$ cat src/rtl/ddly_pkg.sv
package ddly_pkg;
  localparam int CNT_W   = 8;
  localparam int ADDR_W  = 4;
  localparam int DATA_W  = 3 * CNT_W;
  localparam int DEF_DIV = 8;
  localparam int DEF_HI  = 4;
  localparam int DEF_LO  = 5;

  localparam logic [ADDR_W-1:0] ADDR_TRIG    = ADDR_W'(0);
  localparam logic [ADDR_W-1:0] ADDR_STEP    = ADDR_W'(1);
  localparam logic [ADDR_W-1:0] ADDR_CH_BASE = ADDR_W'(2);
  localparam logic [1:0]        TRIG_ON_STEP = 2'd3;

  typedef struct packed {
    logic [CNT_W-1:0] lo;
    logic [CNT_W-1:0] hi;
    logic [CNT_W-1:0] div;
  } ch_tim_t;

  typedef struct packed {
    logic sync_dis;
    logic dyn_en;
    logic pd;
  } ch_ctl_t;
endpackage

$ cat src/rtl/ddly_cfg_regs.sv
module ddly_cfg_regs
  import ddly_pkg::*;
#(
  parameter int NUM_CH = 2
) (
  input  logic              clk_i,
  input  logic              rst_ni,
  input  logic              wr_en_i,
  input  logic [ADDR_W-1:0] wr_addr_i,
  input  logic [DATA_W-1:0] wr_data_i,
  output logic [1:0]        trig_sel_o,
  output ch_tim_t           tim_o [NUM_CH],
  output ch_ctl_t           ctl_o [NUM_CH]
);

  always_ff @(posedge clk_i or negedge rst_ni) begin
    if (!rst_ni) trig_sel_o <= '0;
    else if (wr_en_i && wr_addr_i == ADDR_TRIG) trig_sel_o <= wr_data_i[1:0];
  end

  for (genvar c = 0; c < NUM_CH; c++) begin : g_ch
    localparam logic [ADDR_W-1:0] TIM_ADDR = ADDR_W'(int'(ADDR_CH_BASE) + 2 * c);
    localparam logic [ADDR_W-1:0] CTL_ADDR = ADDR_W'(int'(ADDR_CH_BASE) + 2 * c + 1);

    always_ff @(posedge clk_i or negedge rst_ni) begin
      if (!rst_ni) begin
        tim_o[c] <= '{lo: CNT_W'(DEF_LO), hi: CNT_W'(DEF_HI), div: CNT_W'(DEF_DIV)};
        ctl_o[c] <= '{sync_dis: 1'b0, dyn_en: 1'b0, pd: 1'b1};
      end else if (wr_en_i) begin
        if (wr_addr_i == TIM_ADDR) tim_o[c] <= ch_tim_t'(wr_data_i);
        if (wr_addr_i == CTL_ADDR) ctl_o[c] <= ch_ctl_t'(wr_data_i[2:0]);
      end
    end
  end

endmodule

$ cat src/rtl/ddly_step_ctrl.sv
module ddly_step_ctrl
  import ddly_pkg::*;
#(
  parameter int NUM_CH = 2,
  parameter int STEP_W = 4
) (
  input  logic              clk_i,
  input  logic              rst_ni,
  input  logic              wr_en_i,
  input  logic [ADDR_W-1:0] wr_addr_i,
  input  logic [STEP_W-1:0] step_data_i,
  input  logic [1:0]        trig_sel_i,
  input  logic [NUM_CH-1:0] ch_busy_i,
  output logic              start_o,
  output logic [STEP_W-1:0] steps_o,
  output logic              busy_o
);

  logic accept;

  // start_o covers the cycle before channels load their pending count
  assign busy_o = start_o | (|ch_busy_i);
  assign accept = wr_en_i && (wr_addr_i == ADDR_STEP) && (trig_sel_i == TRIG_ON_STEP)
                  && (step_data_i != '0) && !busy_o;

  always_ff @(posedge clk_i or negedge rst_ni) begin
    if (!rst_ni) begin
      start_o <= 1'b0;
      steps_o <= '0;
    end else begin
      start_o <= accept;
      if (accept) steps_o <= step_data_i;
    end
  end

endmodule

$ cat src/rtl/ddly_ch_div.sv
module ddly_ch_div
  import ddly_pkg::*;
#(
  parameter int STEP_W = 4
) (
  input  logic              clk_i,
  input  logic              rst_ni,
  input  ch_tim_t           tim_i,
  input  ch_ctl_t           ctl_i,
  input  logic              start_i,
  input  logic [STEP_W-1:0] steps_i,
  output logic              clk_o,
  output logic              busy_o
);

  localparam int LW = CNT_W + 1;

  logic [LW-1:0]     div_eff, adj_len, hi_ext;
  logic [LW-1:0]     cnt_q, cnt_d, len_q, len_d, hi_q, hi_d;
  logic [STEP_W-1:0] pend_q, pend_d;
  logic              out_d, adj_ok, joined, wrap;

  assign div_eff = (tim_i.div < CNT_W'(2)) ? LW'(2) : {1'b0, tim_i.div};
  assign hi_ext  = {1'b0, tim_i.hi};
  assign adj_len = hi_ext + {1'b0, tim_i.lo};
  assign adj_ok  = (tim_i.hi != '0) && (tim_i.lo != '0) && (adj_len >= div_eff);
  assign joined  = !ctl_i.pd && ctl_i.dyn_en && !ctl_i.sync_dis;
  assign wrap    = (cnt_q == len_q - LW'(1));

  always_comb begin
    cnt_d  = cnt_q + LW'(1);
    len_d  = len_q;
    hi_d   = hi_q;
    pend_d = pend_q;
    if (wrap) begin
      // period boundary: pick the length of the next period
      cnt_d = '0;
      len_d = div_eff;
      hi_d  = div_eff >> 1;
      if (pend_q != '0) begin
        pend_d = pend_q - STEP_W'(1);
        if (adj_ok) begin
          len_d = adj_len;
          hi_d  = hi_ext;
        end
      end
    end
    if (start_i && joined && pend_q == '0) pend_d = steps_i;
    out_d = (cnt_d < hi_d);
  end

  always_ff @(posedge clk_i or negedge rst_ni) begin
    if (!rst_ni) begin
      cnt_q  <= LW'(DEF_DIV - 1);
      len_q  <= LW'(DEF_DIV);
      hi_q   <= LW'(DEF_DIV / 2);
      pend_q <= '0;
      clk_o  <= 1'b0;
    end else begin
      cnt_q  <= cnt_d;
      len_q  <= len_d;
      hi_q   <= hi_d;
      pend_q <= pend_d;
      clk_o  <= out_d;
    end
  end

  assign busy_o = (pend_q != '0);

endmodule

$ cat src/rtl/ddly_clk_div.sv
module ddly_clk_div
  import ddly_pkg::*;
#(
  parameter int NUM_CH = 2,
  parameter int STEP_W = 4
) (
  input  logic              clk_i,
  input  logic              rst_ni,
  input  logic              wr_en_i,
  input  logic [ADDR_W-1:0] wr_addr_i,
  input  logic [DATA_W-1:0] wr_data_i,
  output logic [NUM_CH-1:0] div_clk_o,
  output logic              busy_o
);

  logic [1:0]        trig_sel;
  ch_tim_t           tim [NUM_CH];
  ch_ctl_t           ctl [NUM_CH];
  logic [NUM_CH-1:0] ch_busy;
  logic              start;
  logic [STEP_W-1:0] steps;

  ddly_cfg_regs #(.NUM_CH(NUM_CH)) i_regs (
    .clk_i     (clk_i),
    .rst_ni    (rst_ni),
    .wr_en_i   (wr_en_i),
    .wr_addr_i (wr_addr_i),
    .wr_data_i (wr_data_i),
    .trig_sel_o(trig_sel),
    .tim_o     (tim),
    .ctl_o     (ctl)
  );

  ddly_step_ctrl #(.NUM_CH(NUM_CH), .STEP_W(STEP_W)) i_step (
    .clk_i      (clk_i),
    .rst_ni     (rst_ni),
    .wr_en_i    (wr_en_i),
    .wr_addr_i  (wr_addr_i),
    .step_data_i(wr_data_i[STEP_W-1:0]),
    .trig_sel_i (trig_sel),
    .ch_busy_i  (ch_busy),
    .start_o    (start),
    .steps_o    (steps),
    .busy_o     (busy_o)
  );

  for (genvar c = 0; c < NUM_CH; c++) begin : g_ch
    ddly_ch_div #(.STEP_W(STEP_W)) i_ch (
      .clk_i  (clk_i),
      .rst_ni (rst_ni),
      .tim_i  (tim[c]),
      .ctl_i  (ctl[c]),
      .start_i(start),
      .steps_i(steps),
      .clk_o  (div_clk_o[c]),
      .busy_o (ch_busy[c])
    );
  end

endmodule

$ cat config.mk
export PLATFORM = sky130hd
export DESIGN_NAME = ddly_clk_div
export DESIGN_NICKNAME = d
export VERILOG_FILES = /design/src/rtl/ddly_pkg.sv /design/src/rtl/ddly_cfg_regs.sv /design/src/rtl/ddly_step_ctrl.sv /design/src/rtl/ddly_ch_div.sv /design/src/rtl/ddly_clk_div.sv
export SDC_FILE = /design/constraint.sdc
export NUM_CORES = 1
export LEC_CHECK = 0
export ABC_AREA = 1
export CAP_MARGIN = 30
export CORE_MARGIN = 2
export CORE_UTILIZATION = 25
export DETAILED_ROUTE_END_ITERATION = 16
export PLACE_DENSITY = 0.49
export SKIP_CTS_REPAIR_TIMING = 1
export SLEW_MARGIN = 0
export SYNTH_ARGS = -nofsm -noshare
export SYNTH_HDL_FRONTEND = slang
export SYNTH_SLANG_ARGS = --single-unit
$ cat constraint.sdc
create_clock -name clk_i -period 4 [get_ports clk_i]
set_clock_uncertainty 0.1 [all_clocks]
set_input_delay 0.8 -clock clk_i [delete_from_list [all_inputs] [get_ports clk_i]]
set_output_delay 0.8 -clock clk_i [all_outputs]
set_load 0.02 [all_outputs]
Word level (Yosys, flattened, before mapping)
Cells that the tools add are included.
Word-level totals
  register bits: 125
  input bits: 31
  output and inout bits: 3
  word-level logic and storage cells: 111
Operators by class
  add/sub/neg operators: 8
  magnitude comparators: 6
  equal/unequal tests: 8
  muxes and demuxes: 20
  bitwise logic cells: 1
  reduce and logical (&&, ||, !) cells: 43
Operators by type and width (count)
  9-bit 2-to-1 mux: 10
  8-bit 2-to-1 mux: 4
  8-bit nonzero test: 4
  4-bit 2-to-1 mux: 6
  8-bit by 8-bit adder with 9-bit output: 2
  9-bit by 1-bit adder with 9-bit output, second input constant: 2
  9-bit == test: 2
  9-bit >= comparator: 2
  9-bit less-than comparator: 2
  9-bit by 1-bit subtractor with 9-bit output, second input constant: 2
  1-bit logical AND: 17
  8-bit by 2-bit less-than comparator with 1-bit output, second input constant: 2
  4-bit logical NOT: 3
  2-bit AND reduction: 6
  4-bit nonzero test: 3
  4-bit by 2-bit == test with 1-bit output, second input constant: 2
  4-bit by 3-bit == test with 1-bit output, second input constant: 2
  2-bit nonzero test: 4
  4-bit by 1-bit subtractor with 4-bit output, second input constant: 2
  1-bit logical NOT: 5
  4-bit by 1-bit == test with 1-bit output, second input constant: 1
  2-bit == test, second input constant: 1
  2-bit OR reduction: 1
  1-bit bitwise OR: 1

Longest topological paths before layout
  word-level depth: 8
  gate-level depth with buffers: 26
  depth with buffers taken out: 25

Hierarchy
Synthesis repeated with hierarchy kept, for this count alone.
Unflattened totals
  cells, all modules: 1061
  area total of the unflattened synthesis: 8071.5 µm²
By module, submodules not included
  ddly_ch_div (g_ch[0].i_ch): instances 1, cells each 379, area each 2745.1 µm²
  ddly_ch_div (g_ch[1].i_ch): instances 1, cells each 386, area each 2708.8 µm²
  ddly_cfg_regs: instances 1, cells each 260, area each 2362.3 µm²
  ddly_step_ctrl: instances 1, cells each 36, area each 255.2 µm²

Least setup slack after synthesis
No wires, ideal clock.
  path type: register to register
  start point: register i_regs.tim_o[32] in the netlist's numbering
  end point: register g_ch[0].i_ch.clk_o
  setup time: 77 ps
  arrival: 3585 ps
  slack: 237 ps
  stages on the path, launching flop included: 24
  clock period less this slack: 3763 ps
  cells stage by stage: dfrtp_1 ha_1 fa_1 nand3_1 nand3_1 a31oi_1 xnor2_1 ha_1 nand2_1 inv_1 nand3_1 nor3_1 nor2_1 a21boi_2 o21ai_0 o21bai_1 nand2_1 inv_1 ha_1 a21oi_1 nor2_1 a211oi_1 o221ai_1 a21oi_1
On the way
  cells in the longest elaborated chain, start to end: 7
Ends and longest elaborated chain
  from (decl): RTL line ddly_cfg_regs.sv:12  | output ch_tim_t tim_o [NUM_CH],
  from (signal, indexed assignment): RTL line ddly_cfg_regs.sv:27  | tim_o[c] <= '{lo: CNT_W'(DEF_LO), hi: CNT_W'(DEF_HI), div: CNT_W'(DEF_DIV)};
  from (signal, indexed assignment): RTL line ddly_cfg_regs.sv:30  | if (wr_addr_i == TIM_ADDR) tim_o[c] <= ch_tim_t'(wr_data_i);
  8-bit by 8-bit adder with 9-bit output / 8-bit nonzero test (equally long branches): RTL line ddly_ch_div.sv:25, ddly_ch_div.sv:26
  9-bit >= comparator / 1-bit logical AND (equally long branches): RTL line ddly_ch_div.sv:26  | assign adj_ok = (tim_i.hi != '0) && (tim_i.lo != '0) && (adj_len >= div_eff);
  1-bit logical AND (*): RTL line ddly_ch_div.sv:26
  8-bit 2-to-1 mux (*): RTL line ddly_ch_div.sv:42  | if (adj_ok) begin
  9-bit 2-to-1 mux (*): RTL line ddly_ch_div.sv:40  | if (pend_q != '0) begin
  9-bit 2-to-1 mux (*): RTL line ddly_ch_div.sv:35  | if (wrap) begin
  named net g_ch[0].i_ch.hi_d[2]: RTL line ddly_ch_div.sv:19  | logic [LW-1:0] cnt_q, cnt_d, len_q, len_d, hi_q, hi_d;
  9-bit less-than comparator (*): RTL line ddly_ch_div.sv:49  | out_d = (cnt_d < hi_d);
  named net g_ch[0].i_ch.out_d: RTL line ddly_ch_div.sv:21  | logic out_d, adj_ok, joined, wrap;
  to (signal assigned): RTL line ddly_ch_div.sv:64  | clk_o <= out_d;
  to (decl): RTL line ddly_ch_div.sv:12  | output logic clk_o,
The timed path passes the listed nets; every way through them passes the cells marked *.
A chain may end at the register's enable or synchronous reset.

Worst setup path in the final report
  start point: register i_regs.tim_o[44] in the netlist's numbering
  end point: register g_ch[0].i_ch.clk_o
The elaborated chain is that of the path after synthesis.

==> out/qor.txt <==
Average routed wire per standard cell -> 14.2 um
Initial cell density of the core -> 0.252
H-tree levels -> 4
Final period utilization -> 0.988
Cts bufs inserted -> 17
Core outline area -> 0.0303 mm^2
Detailed Route Iter0 Violations -> 442
Clock root buffer -> sky130_fd_sc_hd__clkbuf_16
Count of unique library cells instantiated by Yosys -> 42
Pin count of the biggest net entering global routing -> 80
Die Span X -> 179 um
Status -> completed
Synthesized-area fraction occupied by and/or/nand/nor cells -> 0.249
Pwr/cell area -> 456 mW/mm^2
Worst hold-check path type -> primary input to async pin
Synthesized netlist cell count -> 1000
Gr usage total -> 0.135
I/O pin cnt -> 34
Sequential share of the synthesized area -> 0.412
Clk_lat worst skew -> 410 ps
Kind of critical path -> register to register
Total number of nets in the final design -> 1164
First-pass GRT wire length -> 33600 um
Syn_nets -> 1087
Part of the total power dissipated in the clock network -> 0.346
Proportion of total power due to net switching -> 0.339
Most numerous cell in the Yosys netlist -> sky130_fd_sc_hd__nand2_1
Residual overflow from global routing -> 0
Clock transition time at the flip-flop clock pins of the worst setup and hold paths -> 60 ps
Clock Tree Buf Depth -> 2
DRC viols -> 0
Total iterations of the first detailed-routing run -> 5
RSZ-0062 raised after global routing -> true
Number of enable flip-flop cells after synthesis -> 0
Final critical-path setup slack -> 47.2 ps
Actual slew at the worst max-slew pin -> 771 ps
Sequential cell fraction of total power -> 0.344
Final non-filler cell area -> 0.00968 mm^2
Post-layout total power -> 4.42 mW
Adder-Cell Fraction of Synth Area -> 0.0936
Commonest cells in the synthesized netlist -> 264 x sky130_fd_sc_hd__nand2_1, 147 x sky130_fd_sc_hd__inv_1, 105 x sky130_fd_sc_hd__dfrtp_1, 97 x sky130_fd_sc_hd__o21ai_0, 81 x sky130_fd_sc_hd__nor2_1
Flop and latch count out of synthesis -> 125
DP Worst Slack -> -66.7 ps
Clock period minus worst slack -> 3950 ps
Post-synthesis instance area -> 0.00765 mm^2
Die footprint -> 0.0320 mm^2
Antenna cells -> 0
Via count of the first global-routing pass -> 6414
Average size of a mapped cell -> 7.65 um^2
Highest clock rate -> 253 MHz
Final setup violation count -> 0
Pint -> 2.92 mW
TritonCTS clock tree -> yes
Area fraction in compound gates after synthesis -> 0.116
Main area contributors after synthesis -> sky130_fd_sc_hd__dfrtp_1 34%, sky130_fd_sc_hd__nand2_1 13%, sky130_fd_sc_hd__ha_1 8.8%, sky130_fd_sc_hd__inv_1 7.2%, sky130_fd_sc_hd__dfstp_2 6.9%
Combinational family with the most area after synthesis -> simple AND/OR/NAND/NOR gates
Launching element type of the critical path -> register
Overall via count from detail_route -> 6503
Maximum vdd ir drop -> 0.000238 V
Post-detailed-route count of antenna-violating nets -> 0
CP Max Fanout -> 6
Layout overhead on the synthesized area -> 26.6%
Initial antenna violation count -> 0
Clock tree sinks -> 125
Aggregate routed wire length -> 21100 um
Type of destination of the critical path -> register
Share of final-layout standard cells stronger than drive strength 1 -> 0.170
Drt via density -> 4.38
Placer congestion estimate -> 0.858
Top-area cell type share of the netlist area -> 0.344
Power spent charging and discharging nets -> 1.50 mW
WP data arrival -> 4190 ps
# placed instances -> 1440
Post-synthesis mux area share -> 0
Max_slew headroom -> 0.481
Count of non-filler cells in the finished layout -> 1486
Number of warnings reported in the yosys synthesis log -> 0
MaxCap Viol Count -> 0
Parity-gate share of the synthesized area counting xor and xnor cells -> 0.0401
Post-placement cell area -> 0.00860 mm^2
Share of synthesized flip-flops with an asynchronous set or reset -> 1.00
Std-Cell Rows -> 64
Post-synth top area cell -> sky130_fd_sc_hd__dfrtp_1
Fin. Hold Viols -> 0
Combinational share of power -> 0.309
Number of I/O port buffers -> 33
Register-to-register setup slack -> 50 ps
Post-detailed-placement half-perimeter wirelength -> 15800 um
Finished Core Util -> 0.319
Chip Height -> 179 um
Most used flip-flop cell after synthesis -> sky130_fd_sc_hd__dfrtp_1
Worst EP required -> 4240 ps
Number of pins with negative max-slew slack in the final report -> 0
Static leakage power -> 4.83 nW
## registers in the layout, summed over array words and instances, names as in the netlist
register and cells:
i_regs.trig_sel_o 2, i_step.start_o 1, i_regs.ctl_o 6, i_regs.tim_o 48
i_step.steps_o 4, g_ch.i_ch.clk_o 2, g_ch.i_ch.hi_q 18, g_ch.i_ch.pend_q 8
g_ch.i_ch.len_q 18, g_ch.i_ch.cnt_q 18
## power groups by stage
stage                     clock network (mW)  logic, mW  registers (mW)
after floorplan                            0      0.719            1.50
after global placement                     0       1.07            1.53
after detailed placement                   0       1.07            1.53
after CTS                               1.57       1.09            1.51
after global routing                    1.62       1.54            1.54
final                                   1.53       1.37            1.52
## cell families (layout without fill, tap and decap cells)
group	Yosys count	after routing
AOI/OAI and AO/OA	163	163
xor gates and xnor gates	35	35
adders and majority gates	56	56
buffers and inverters	174	263
DFF	125	125
and+or+nand+nor	447	448
## per-layer routing
metal  global-route usage  up-vias  wire [um]
met5                    0        -          0
met4               0.0505        0        350
met3               0.0214       27        599
met2                0.205      106       9420
met1                0.193     3001      10700
li1                     -     3369          -
## worst max-delay path, stage by stage, from the launching register on
cell,delay [ps]
sky130_fd_sc_hd__dfrtp_1,410
sky130_fd_sc_hd__ha_1,490
sky130_fd_sc_hd__a21oi_1,120
sky130_fd_sc_hd__o211ai_1,230
sky130_fd_sc_hd__xnor2_1,170
sky130_fd_sc_hd__inv_1,90
sky130_fd_sc_hd__ha_1,340
sky130_fd_sc_hd__nand3_2,90
sky130_fd_sc_hd__nor3_2,150
sky130_fd_sc_hd__nor2_2,80
sky130_fd_sc_hd__a21boi_4,210
sky130_fd_sc_hd__o21ai_2,80
sky130_fd_sc_hd__o21bai_1,180
sky130_fd_sc_hd__nand2_1,110
sky130_fd_sc_hd__inv_2,60
sky130_fd_sc_hd__ha_4,240
sky130_fd_sc_hd__a21oi_2,150
sky130_fd_sc_hd__nor2_1,70
sky130_fd_sc_hd__a211oi_2,230
sky130_fd_sc_hd__o221ai_1,150
sky130_fd_sc_hd__a21oi_1,130
## worst paths after layout
check | start | endpoint | cells after the start
setup / recovery | i_regs.tim_o[44] | g_ch[0].i_ch.clk_o | 20
hold reg to reg | g_ch[0].i_ch.hi_q[8] | g_ch[0].i_ch.hi_q[8] | 2
min in group clk_i | g_ch[0].i_ch.hi_q[8] | g_ch[0].i_ch.hi_q[8] | 2
hold / removal | rst_ni | g_ch[1].i_ch.cnt_q[3] | 1
setup reg to reg | i_regs.tim_o[44] | g_ch[0].i_ch.clk_o | 20
max in group asynchronous | rst_ni | g_ch[0].i_ch.cnt_q[0] | 2
## per-stage QoR
stage | hold slack [ps] | TNS, ps
global route | 374 | -340
detailed placement | 358 | -117
global placement | 351 | -13.7
floorplan | 337 | 0
finish | 322 | 0
CTS | 343 | -158
## cell usage in the layout, fill, tap and decap left out, types with 4 or more instances in the layout
master and n:
sky130_fd_sc_hd__nor2_2 6, sky130_fd_sc_hd__inv_2 7, sky130_fd_sc_hd__nand3_2 6, sky130_fd_sc_hd__a21oi_2 11, sky130_fd_sc_hd__nor2_1 80, sky130_fd_sc_hd__o21ai_2 7
sky130_fd_sc_hd__o21ai_0 90, sky130_fd_sc_hd__xor2_1 17, sky130_fd_sc_hd__clkinvlp_4 5, sky130_fd_sc_hd__dfrtp_1 105, sky130_fd_sc_hd__o22ai_1 6, sky130_fd_sc_hd__o21ai_1 5
sky130_fd_sc_hd__nor4_1 8, sky130_fd_sc_hd__inv_1 145, sky130_fd_sc_hd__xnor2_1 13, sky130_fd_sc_hd__nand2_2 13, sky130_fd_sc_hd__nand4_1 12, sky130_fd_sc_hd__dfstp_2 20
sky130_fd_sc_hd__ha_4 7, sky130_fd_sc_hd__nand3_1 44, sky130_fd_sc_hd__buf_4 43, sky130_fd_sc_hd__nand3b_1 5, sky130_fd_sc_hd__nor3_1 6, sky130_fd_sc_hd__o211ai_1 6
sky130_fd_sc_hd__ha_1 46, sky130_fd_sc_hd__clkdlybuf4s50_1 32, sky130_fd_sc_hd__a21oi_1 23, sky130_fd_sc_hd__clkbuf_16 17, sky130_fd_sc_hd__nor3_2 4, sky130_fd_sc_hd__nand2_1 254
## area by class of cell
class                           count  area [um^2]
Timing Repair Buffer               78          677
Tap cell                          396          495
Clock inverter                     13          143
Sequential cell                   125         3150
Clock buffer                       19          443
Multi-Input combinational cell    702         4200
Fill cell                        3183        20700
Inverter                          153          574
No activity file was read; power rests on OpenSTA's default activity.
